File: config.mk
export PLATFORM = sky130hd
export DESIGN_NAME = ret_target_unit
export DESIGN_NICKNAME = d
export VERILOG_FILES = /design/src/rtl/ret_target_pkg.sv /design/src/rtl/cond_reg_file.sv /design/src/rtl/code_addr_file.sv /design/src/rtl/ret_resolve_fsm.sv /design/src/rtl/ret_target_unit.sv
export SDC_FILE = /design/constraint.sdc
export NUM_CORES = 1
export LEC_CHECK = 0
export CORE_UTILIZATION = 60
export DETAILED_ROUTE_END_ITERATION = 7
export DONT_BUFFER_PORTS = 1
export PLACE_DENSITY = 0.76
export SETUP_SLACK_MARGIN = 0.15
export SLEW_MARGIN = 20
export SYNTH_ARGS = -nofsm -noshare
export SYNTH_HDL_FRONTEND = slang
export SYNTH_HIERARCHICAL = 1
export SYNTH_SLANG_ARGS = --single-unit
File: constraint.sdc
create_clock -name clk -period 2.03 [get_ports clk]
set_input_delay 0.1015 -clock clk [delete_from_list [all_inputs] [get_ports clk]]
set_output_delay 0.1015 -clock clk [all_outputs]
set_load 0.02 [all_outputs]
File: src/rtl/ret_target_pkg.sv
package ret_target_pkg;
    localparam int NUM_CR   = 8;
    localparam int NUM_CA   = 8;
    localparam int CR_W     = 8;
    localparam int SEL_W    = $clog2(NUM_CR);
    localparam int CA_SEL_W = $clog2(NUM_CA);

    // flag bit positions
    localparam int F_EXC  = 0;
    localparam int F_ZERO = 1;
    localparam int F_NEG  = 2;
    localparam int F_ODD  = 3;

    // fixed code address slots
    localparam int SLOT_IP   = 0;
    localparam int SLOT_LINK = 1;
    localparam int SLOT_EXCL = 2;
    localparam int SLOT_IIP  = 7;

    typedef enum logic [1:0] {
        K_ALU    = 2'd0,
        K_LOAD   = 2'd1,
        K_VECTOR = 2'd2,
        K_BRANCH = 2'd3
    } upd_kind_e;

    typedef enum logic [1:0] {
        ST_IDLE       = 2'd0,
        ST_RET_NORMAL = 2'd1,
        ST_RET_EXC    = 2'd2
    } ret_state_e;
endpackage

File: src/rtl/cond_reg_file.sv
module cond_reg_file
    import ret_target_pkg::*;
#(
    parameter int DW = 32
) (
    input  logic             clk,
    input  logic             rst_n,
    input  logic             upd_valid,
    input  logic [1:0]       upd_kind,
    input  logic [SEL_W-1:0] upd_cr,
    input  logic [DW-1:0]    upd_result,
    input  logic             upd_exc,
    input  logic [SEL_W-1:0] rd_idx,
    output logic [CR_W-1:0]  rd_data,
    input  logic [SEL_W-1:0] ret_idx,
    output logic             ret_exc
);
    logic [3:0] flags [NUM_CR];
    logic [3:0] new_flags;
    logic       writes_flags;

    always_comb begin
        writes_flags        = upd_valid &&
                              (upd_kind == K_ALU || upd_kind == K_LOAD);
        new_flags           = '0;
        new_flags[F_EXC]    = upd_exc;
        new_flags[F_ZERO]   = (upd_result == '0);
        new_flags[F_NEG]    = upd_result[DW-1];
        new_flags[F_ODD]    = upd_result[0];
    end

    for (genvar g = 0; g < NUM_CR; g++) begin : g_cr
        always_ff @(posedge clk) begin
            if (!rst_n)
                flags[g] <= '0;
            else if (writes_flags && upd_cr == SEL_W'(g))
                flags[g] <= new_flags;
        end
    end

    assign rd_data = {{(CR_W-4){1'b0}}, flags[rd_idx]};
    assign ret_exc = flags[ret_idx][F_EXC];
endmodule

File: src/rtl/code_addr_file.sv
module code_addr_file
    import ret_target_pkg::*;
#(
    parameter int AW = 32
) (
    input  logic                clk,
    input  logic                rst_n,
    input  logic                call_valid,
    input  logic [AW-1:0]       call_next_pc,
    input  logic                lw_valid,
    input  logic [CA_SEL_W-1:0] lw_idx,
    input  logic [AW-1:0]       lw_data,
    input  logic                int_take,
    input  logic [AW-1:0]       ip_in,
    input  logic [CA_SEL_W-1:0] rd_idx,
    output logic [AW-1:0]       rd_data,
    output logic [AW-1:0]       link_norm,
    output logic [AW-1:0]       link_exc
);
    logic [AW-1:0] slots [NUM_CA];

    assign slots[SLOT_IP] = ip_in;

    for (genvar g = 1; g < NUM_CA; g++) begin : g_ca
        logic          hw_hit;
        logic [AW-1:0] hw_val;
        if (g == SLOT_LINK) begin : g_link
            assign hw_hit = call_valid;
            assign hw_val = call_next_pc;
        end else if (g == SLOT_IIP) begin : g_iip
            assign hw_hit = int_take;
            assign hw_val = ip_in;
        end else begin : g_plain
            assign hw_hit = 1'b0;
            assign hw_val = '0;
        end

        logic [AW-1:0] q;
        always_ff @(posedge clk) begin
            if (!rst_n)
                q <= '0;
            else if (hw_hit)
                q <= hw_val;
            else if (lw_valid && lw_idx == CA_SEL_W'(g))
                q <= lw_data;
        end
        assign slots[g] = q;
    end

    assign rd_data   = slots[rd_idx];
    assign link_norm = slots[SLOT_LINK];
    assign link_exc  = slots[SLOT_EXCL];
endmodule

File: src/rtl/ret_resolve_fsm.sv
module ret_resolve_fsm
    import ret_target_pkg::*;
#(
    parameter int AW = 32
) (
    input  logic          clk,
    input  logic          rst_n,
    input  logic          ret_valid,
    input  logic          sel_exc,
    input  logic [AW-1:0] link_norm,
    input  logic [AW-1:0] link_exc,
    output logic          tgt_valid,
    output logic [AW-1:0] tgt_addr,
    output logic          tgt_from_exc
);
    ret_state_e    state, state_nx;
    logic [AW-1:0] held_addr;

    always_comb begin
        unique case (state)
            ST_IDLE, ST_RET_NORMAL, ST_RET_EXC: begin
                if (!ret_valid)   state_nx = ST_IDLE;        // drop
                else if (sel_exc) state_nx = ST_RET_EXC;     // go_exc
                else              state_nx = ST_RET_NORMAL;  // go_normal
            end
            default: state_nx = ST_IDLE;
        endcase
    end

    always_ff @(posedge clk) begin
        if (!rst_n) begin
            state     <= ST_IDLE;
            held_addr <= '0;
        end else begin
            state <= state_nx;
            if (ret_valid)
                held_addr <= sel_exc ? link_exc : link_norm;
        end
    end

    always_comb begin
        tgt_valid    = 1'b0;
        tgt_from_exc = 1'b0;
        tgt_addr     = '0;
        unique case (state)
            ST_IDLE: ;
            ST_RET_NORMAL: begin
                tgt_valid = 1'b1;
                tgt_addr  = held_addr;
            end
            ST_RET_EXC: begin
                tgt_valid    = 1'b1;
                tgt_from_exc = 1'b1;
                tgt_addr     = held_addr;
            end
            default: ;
        endcase
    end
endmodule

File: src/rtl/ret_target_unit.sv
module ret_target_unit
    import ret_target_pkg::*;
#(
    parameter int DW = 32,
    parameter int AW = 32
) (
    input  logic                clk,
    input  logic                rst_n,
    input  logic                upd_valid,
    input  logic [1:0]          upd_kind,
    input  logic [SEL_W-1:0]    upd_cr,
    input  logic [DW-1:0]       upd_result,
    input  logic                upd_exc,
    input  logic                call_valid,
    input  logic [AW-1:0]       call_next_pc,
    input  logic                lw_valid,
    input  logic [CA_SEL_W-1:0] lw_idx,
    input  logic [AW-1:0]       lw_data,
    input  logic                int_take,
    input  logic [AW-1:0]       ip_in,
    input  logic                ret_valid,
    input  logic                ret_use_sel,
    input  logic [SEL_W-1:0]    ret_sel,
    input  logic [SEL_W-1:0]    cr_rd_idx,
    output logic [CR_W-1:0]     cr_rd_data,
    input  logic [CA_SEL_W-1:0] ca_rd_idx,
    output logic [AW-1:0]       ca_rd_data,
    output logic                tgt_valid,
    output logic [AW-1:0]       tgt_addr,
    output logic                tgt_from_exc
);
    logic [SEL_W-1:0] ret_idx;
    logic             sel_exc;
    logic [AW-1:0]    link_norm, link_exc;

    assign ret_idx = ret_use_sel ? ret_sel : '0;

    cond_reg_file #(.DW(DW)) i_crf (
        .clk(clk), .rst_n(rst_n),
        .upd_valid(upd_valid), .upd_kind(upd_kind), .upd_cr(upd_cr),
        .upd_result(upd_result), .upd_exc(upd_exc),
        .rd_idx(cr_rd_idx), .rd_data(cr_rd_data),
        .ret_idx(ret_idx), .ret_exc(sel_exc)
    );

    code_addr_file #(.AW(AW)) i_caf (
        .clk(clk), .rst_n(rst_n),
        .call_valid(call_valid), .call_next_pc(call_next_pc),
        .lw_valid(lw_valid), .lw_idx(lw_idx), .lw_data(lw_data),
        .int_take(int_take), .ip_in(ip_in),
        .rd_idx(ca_rd_idx), .rd_data(ca_rd_data),
        .link_norm(link_norm), .link_exc(link_exc)
    );

    ret_resolve_fsm #(.AW(AW)) i_fsm (
        .clk(clk), .rst_n(rst_n),
        .ret_valid(ret_valid), .sel_exc(sel_exc),
        .link_norm(link_norm), .link_exc(link_exc),
        .tgt_valid(tgt_valid), .tgt_addr(tgt_addr), .tgt_from_exc(tgt_from_exc)
    );
endmodule

== Yosys cells after proc, flatten, opt, wreduce, memory -nomap -nowiden ==
Memories as Yosys holds them, arrays and structs flattened.
Cells that the tools add are included.
Word-level totals
  bits in registers: 258
  RAM bits: 32
  bits of input ports: 154
  output and inout port bits: 74
  logic and storage cells: 109
  memories: 1
Memories
  i_crf.flags: words 8, width 4, rd ports 2, clocked after memory_dff 0, write ports 8, line cond_reg_file.sv:18  | logic [3:0] flags [NUM_CR];
Operators by class
  $lt $le $gt $ge: 1
  equal/unequal tests: 17
  multiplexer cells: 46
  bitwise logic cells: 9
  reductions and logical operators: 26
Operator list (number)
  two-way mux 32 bit: 8
  binary-select mux 32 bit (select 3 bit): 1
  logical NOT 32 bit: 1
  two-way mux 4 bit: 8
  two-way mux 1 bit: 27
  == test 3 bit, second input constant: 8
  logical AND 1 bit: 16
  == test 3 x 2 -> 1 bit, second input constant: 4
  OR 1 bit: 8
  == test 3 x 1 -> 1 bit, second input constant: 2
  == test 2 x 1 -> 1 bit, second input constant: 2
  >= comparator 4 bit, second input constant: 1
  logical NOT 2 bit: 2
  inverter 3 -> 4 bit: 1
  nonzero test 2 bit: 2
  logical NOT 3 bit: 1
  two-way mux 3 bit: 1
  AND reduction 3 bit: 1
  OR reduction 3 bit: 1
  == test 2 bit, second input constant: 1
  two-way mux 2 bit: 1
  OR reduction 2 bit: 1
  logical OR 1 bit: 1

== Depth between registers and ports, before layout ==
Gate-level depths: netlist (run 1).
  depth in word-level cells: 8
  depth in mapped cells: 7
  depth with buffers taken out: 5

== Modules after synthesis ==
Netlist (run 1), hierarchy kept.
By module, submodules not included
  code_addr_file: instances 1, cells each 1114, area an instance 10571.4 um^2, seq. area each 4484.3 um^2
  ret_resolve_fsm: instances 1, cells each 186, area an instance 1714.1 um^2, seq. area each 680.7 um^2
  cond_reg_file: instances 1, cells each 121, area an instance 1681.6 um^2, seq. area each 960.9 um^2
  ret_target_unit: instances 1, cells each 3, area an instance 18.8 um^2, seq. area each 0.0 um^2

== Worst setup path before layout (run 1) ==
Ideal clock, no wire load.
  path type: flip-flop to flip-flop
  start point: mem i_crf.flags[7][0]
  end point: reg i_fsm.held_addr[0]
  library setup time: 0.122 ns
  arrival: 1.565 ns
  required time: 1.908 ns
  setup slack: 0.343 ns
  cell stages (with the launch flop): 7
  path buffers: 2
  clock period less this slack: 1.687 ns
  cell sequence: edfxtp_1 > mux4_2 > mux2_2 > buf_6 > buf_12 > mux2i_1 > a21oi_1
RTL lines
  start, declared: line cond_reg_file.sv:18
  end signal, assigned: line ret_resolve_fsm.sv:37  | held_addr <= sel_exc ? link_exc : link_norm;
  end, declared: line ret_resolve_fsm.sv:17  | logic [AW-1:0] held_addr;

== Worst setup path after layout (run 1) ==
  start point: reg i_fsm.state[0]
  end point: out tgt_addr[3]
Between the ends
  cells in the longest elaborated chain, start to end: 3
  elaborated cells on any way between the ends: 4
  classes of those cells: 2 x eq/ne; 1 x mux; 1 x reduce/logical
RTL lines
  start, declared: line ret_resolve_fsm.sv:16  | ret_state_e state, state_nx;
  start signal, assigned: line ret_resolve_fsm.sv:35  | state <= state_nx;
  == test 2 x 1 -> 1 bit or == test 2 bit (tied branches): line ret_resolve_fsm.sv:45  | unique case (state)
  OR reduction 2 bit (no source line) (*)
  two-way mux 32 bit (*): line ret_resolve_fsm.sv:45
  end, declared: line ret_target_unit.sv:29  | output logic [AW-1:0] tgt_addr,
Mark *: on every way between the ends. The rest lies on a longest branch, timed or not.

==> results of run 1 <==
-- synthesized netlist by cell type (8+ instances only) --
cell type,count,area (um^2)
a21boi_0,66,495
a21boi_1,30,225
a21oi_1,32,160
a31oi_1,32,200
and2_1,27,169
and2b_1,12,90.1
buf_1,8,30.0
buf_2,43,215
buf_4,9,67.6
clkbuf_1,61,229
dfxtp_1,258,5160
edfxtp_1,32,961
mux2_2,33,372
mux2i_1,64,641
mux4_1,8,210
mux4_2,66,1490
nand2_1,322,1210
nand3_1,64,320
nor2_1,8,30.0
nor2b_1,20,125
nor4_1,16,100
o211a_1,32,320
o21ai_0,136,681
-- final timing paths --
check | end | start | slack (ns) | cells after the start
worst min-delay path | i_crf/flags[1][1] | upd_cr[1] | 0.04 | 1
worst min register to register | i_caf/g_ca[5].q[28] | i_caf/g_ca[5].q[28] | 0.48 | 2
worst max-delay path | tgt_addr[3] | i_fsm/state[0] | 0.13 | 4
worst max register to register | i_fsm/held_addr[8] | i_crf/flags[6][0] | 0.14 | 5
-- what timing repair did --
item                                    in CTS  in global routing
pin swaps                                    1                  1
endpoints found under the setup margin      29                 25
gates cloned                                 1                  2
gates resized for setup                      7                  9
endpoints found under the hold margin      312                  0
hold buffers                               334                  0
buffers inserted                             1                  1
-- cell type report --
type / instances / area, um^2
Multi-Input combinational cell: 998 / 7220
Sequential cell: 290 / 6130
Fill cell: 1186 / 4050
Timing Repair Buffer: 382 / 3870
Clock buffer: 41 / 873
Tap cell: 313 / 392
Clock inverter: 15 / 211
Inverter: 4 / 15.0
Antenna cell: 6 / 15.0
-- per-layer routing --
layer / global-route usage (%) / vias up
li1: - / 5675
met1: 46.7 / 6453
met2: 67.9 / 906
met3: 9.58 / 226
met4: 23.8 / 2
met5: 0 / -
-- flip-flops by register name (all words and copies together), names as in the netlist --
register,flops
i_caf/g_ca.q,160
i_caf/link_exc,32
i_caf/link_norm,32
i_crf/flags,32
i_fsm/held_addr,32
i_fsm/state,2
-- cells by family (layout without fill, tap and decap cells) --
family	count (synthesis)	after routing	share of synthesized area, %
fa+ha+maj	2	2	0.179
simple gates	488	488	15.8
compound gates	329	329	15.0
flops	290	290	43.8
buf+inv	139	442	5.39
other cells	1	10	0.0268
mux	175	175	19.8
-- metrics by stage --
stage	power, mW	instances	hold slack [ns]	utilization (%)	instance area, um^2
6_report	14.1	2049	0.0380	82.2	18700
5_1_grt	14.5	2046	0.0438	82.2	18700
4_1_cts	13.9	2040	0.0000891	81.8	18600
3_5_place_dp	7.49	1648	0.203	61.9	14100
3_3_place_gp	7.45	1648	0.200	61.9	14100
2_1_floorplan	7.42	1427	0.236	-	14000
-- worst max-delay path, stage by stage, from the launching register on --
cell and delay [ns]:
dfxtp_2 0.34, inv_2 0.05, ha_4 0.38, clkbuf_16 0.21
and2b_2 0.27
-- where the power goes --
group          switching (mW)  internal, mW  leakage [nW]
logic                   0.910          1.01          4.56
clock network            2.36          3.64         0.529
registers               0.162          6.04          2.41
total                    3.43          10.7          7.50
==> results.toml, run 1 <==
[run_status]
status = "completed"

[yosys]
synthArstFlopShare_pct = 0
synth_edf_count = 32
synthCells = 1424
ys_ff_latch = 290
synth.distinct_cells = 41
syn_area_um2 = 14000
seq_area_frac_synth_pct = 43.8
postSynthAreaPerCell_um2 = 9.82
synth_ff_type = "dfxtp_1"
yosysWarnings = 6

[global_route]
grt_pass1_vias = 13900
grt_pass1_wl_mm = 74.6
antenna_found_initial = 4
grt_start_max_net_pins = 201
grt_overflow = 0
grt_use_total_pct = 40.2

[worst_setup_path]
crit_arrival_ns = 1.80
critPathLaunchType = "register"
worstPathMaxFanout = 6
end_kind = "primary output"
required_ns = 1.93
criticalPathCategory = "reg -> out"

[clock_tree]
cts_buffers = 31
cts_num_sinks = 290
clkTransAtPathRegs_ns = 0.06
clock_path_buffers = 3
cts_tree = "built"
clkLatencyLatePin_ns = 0.56
cts_root_buffer = "clkbuf_16"
cts_max_level = 1

[floorplan]
die_x_um = 155
num_io_pins = 228
initial_utilization_pct = 61.4
die_h_um = 155
fp-row-count = 55
fp.dieArea_um2 = 23900
core_area_um2 = 22800

[sta]
finalHoldViolCount = 0
fin_ws_ns = 0.132
fmax_mhz = 527
worst_slew_pin_slew_ns = 0.701
slew_headroom_pct = 53.3
fin_skew_ns = 0.0120
rsz0062_at_grt = "yes"
post-route-period-util_pct = 93.5
drv_slew = 0
setup_viol = 0
tns_ns = 0
finalCriticalPeriod_ns = 1.90

[route]
wl_per_cell_um = 23.9
wl_met3_mm = 4.98
top_layer_used = "met5"
met1_length_mm = 17.6
wl_met2_mm = 23.8
drc = 0
viasPerCell = 6.47
first_iter_violations = 1228
drtAntennaViolNets = 0
drtPass1Iterations = 5
wl_mm = 49.0
vias = 13300

[cells_and_area]
nets = 1863
final_layout_size_suffix_gt1_share_pct = 12.9
mostFrequentLayoutCell = "dlygate4sd3_1"
syn_to_final_growth_pct = 33.9
final_cell_mix = "332 x dlygate4sd3_1, 322 x nand2_1, 257 x dfxtp_1, 136 x o21ai_0"

[placed_design]
routabilityCongestion = 0.821
io_buffer_count = 0
hpwl_mm = 22.5
dp_slack_ns = 0.225

[pwr]
p_leak_nw = 7.50
p_per_area_nw_per_um2 = 754
max-vdd-ir-drop_mv = 0.679

[job]
cap_violations = 0

[min_path]
hold_class = "in -> reg"
Power figures use the tool's default switching activity.
==> run 2: changes to the inputs <==
SETUP_SLACK_MARGIN = unset   (was 0.15)
==> run 2 against run 1 <==
  * Fmax shrank 3.0%
  * Sequential power hardly changed
  * Clock skew is 0.0014 ns higher
  * Via count fell by 1.5%
  * Hold slack worse by 0.020 ns
  * Utilization is 0.85 points lower
  * Cell count decreased by 0.63%
  * First-iteration DRC count down 3.6%
  * Clock-buffer cell count unchanged
  * Sequential cell count did not move
  * Non-clock buffer count down 10
  * Critical endpoint is now tgt_addr[24]
==> results.toml, run 2 (synthesis results as in run 1) <==
[sta]
finalHoldViolCount = 0
tns_ns = 0
drv_slew = 0
rsz0062_at_grt = "no"
worst_slew_pin_slew_ns = 0.662
fmax_mhz = 511
finalCriticalPeriod_ns = 1.96
setup_viol = 0
post-route-period-util_pct = 96.4
fin_skew_ns = 0.0133
slew_headroom_pct = 55.4

[pwr]
swShare_pct = 24.1
p_int_mw = 10.6
max-vdd-ir-drop_mv = 0.658
switching_power_mw = 3.38
p_total_mw = 14.0
p_comb_share_pct = 12.9
p_leak_nw = 7.41
clkPwrFrac_pct = 42.9
p_per_area_nw_per_um2 = 756
pwr-share-seq_pct = 44.2

[clock_tree]
cts_num_sinks = 290
clkTransAtPathRegs_ns = 0.06
postCtsSetupBuffers = 0
clkLatencyLatePin_ns = 0.55
cts_max_level = 1
cts_tree = "built"
cts_root_buffer = "clkbuf_16"
clock_path_buffers = 3
cts_buffers = 31

[worst_setup_path]
required_ns = 1.93
crit_arrival_ns = 1.86
critPathLaunchType = "register"
worstPathMaxFanout = 26
worstReg2RegStart = "i_crf/flags[6][0]"
criticalPathCategory = "reg -> out"
end_kind = "primary output"
r2r-end = "i_fsm/held_addr[10]"
reg2regPathDepth = 5
rrSetupSlack_ns = 0.09

[cells_and_area]
nets = 1853
largest_register_ffs = 160
final_cell_mix = "327 x dlygate4sd3_1, 322 x nand2_1, 258 x dfxtp_1, 136 x o21ai_0"
mostFrequentLayoutCell = "dlygate4sd3_1"
syn_to_final_growth_pct = 32.5
nFillCells = 1222
largest_register = "i_caf/g_ca.q"
final_layout_size_suffix_gt1_share_pct = 12.3

[floorplan]
fp.dieArea_um2 = 23900
die_h_um = 155
initial_utilization_pct = 61.4
fp-row-count = 55
num_io_pins = 228
core_area_um2 = 22800
die_x_um = 155

[job]
cap_violations = 0

[placed_design]
hpwl_mm = 22.5
io_buffer_count = 0
routabilityCongestion = 0.821

[global_route]
antenna_found_initial = 3
grt_pass1_vias = 13700
grt_overflow = 0
grt_use_total_pct = 39.0
grt_start_max_net_pins = 191
grt_pass1_wl_mm = 72.7

[route]
viasPerCell = 6.41
wl_mm = 47.1
drtAntennaViolNets = 0
drc = 0
drtPass1Iterations = 5
vias = 13100
first_iter_violations = 1184
wl_per_cell_um = 23.1

[min_path]
hold_class = "in -> reg"
whs_path_depth = 2
worst_hold_startpoint = "rst_n"
hold_path_end = "i_crf/flags[3][1]"

[run_status]
status = "completed"
[run 2: cell count changes in the layout (fill, tap and decap cells not counted), sizes merged]
| cell | change |
|---|---|
| buf | -3 |
| clkbuf | -2 |
| diode | -3 |
| dlygate4sd3 | -5 |
[run 2: worst max-delay path, cell delays in order, from the launching register on]
cell     delay [ns]
dfxtp_1        0.33
inv_1          0.05
ha_2           0.40
buf_12         0.21
and2b_2        0.29
[run 2: metrics by stage]
step                      setup slack (ns)  hold WS, ns  area (um^2)  std cells  utilization, %
after CTS                           0.0136    0.0000891        18500       2033            81.3
after global routing                0.0191       0.0361        18500       2035            81.3
after global placement               0.296        0.200        14100       1648            61.9
after floorplan                      0.343        0.236        14000       1427               -
after detailed placement             0.225        0.203        14100       1648            61.9
final                               0.0726       0.0184        18500       2036            81.4
[run 2: per-layer routing]
layer  vias up  track usage (%)  share of wire, %
li1       5656                -                 -
met1      6366             45.5                36
met2       841             67.1                49
met3       193             8.55               9.7
met4         2             21.2               4.5
met5         -                0             0.023
[run 2: timing repair]
action / 4_1_cts / 5_1_grt
hold buffers: 329 / 0
endpoints found under the hold margin: 312 / 0
setup endpoints to repair: 0 / 11
resized for setup: 0 / 2
[run 2: layout make-up]
class / count / area (um^2) / share of cell area, %
antenna: 3 / 7.51 / 0.0405
clock buffer: 41 / 873 / 4.71
clock inverter: 15 / 211 / 1.14
inverter: 4 / 15.0 / 0.0810
multi-input combinational: 998 / 7180 / 38.7
sequential: 290 / 6130 / 33.1
tap: 313 / 392 / 2.11
timing repair buffer: 372 / 3730 / 20.1
[run 2: how the worst max path moves through the flow]
stage / start / end / slack [ns] / cells after the start
final: i_fsm/state[0] / tgt_addr[24] / 0.07 / 4
after global routing: i_fsm/state[0] / tgt_addr[24] / 0.02 / 4
after CTS: i_fsm/state[0] / tgt_addr[23] / 0.01 / 5
after detailed placement: i_crf/flags[6][0] / i_fsm/held_addr[4] / 0.23 / 5
after global placement: i_crf/flags[6][0] / i_fsm/held_addr[10] / 0.30 / 5
after floorplan: i_crf/flags[7][0] / i_fsm/held_addr[0] / 0.34 / 6
[run 2: power by group through the flow]
| stage | sequential [mW] | combinational [mW] | clock (mW) |
|---|---|---|---|
| final | 6.20 | 1.81 | 6.01 |
| after global routing | 6.21 | 1.90 | 6.26 |
| after CTS | 6.18 | 1.72 | 5.98 |
| after detailed placement | 6.31 | 1.18 | 0 |
| after global placement | 6.29 | 1.15 | 0 |
| after floorplan | 6.24 | 1.18 | 0 |
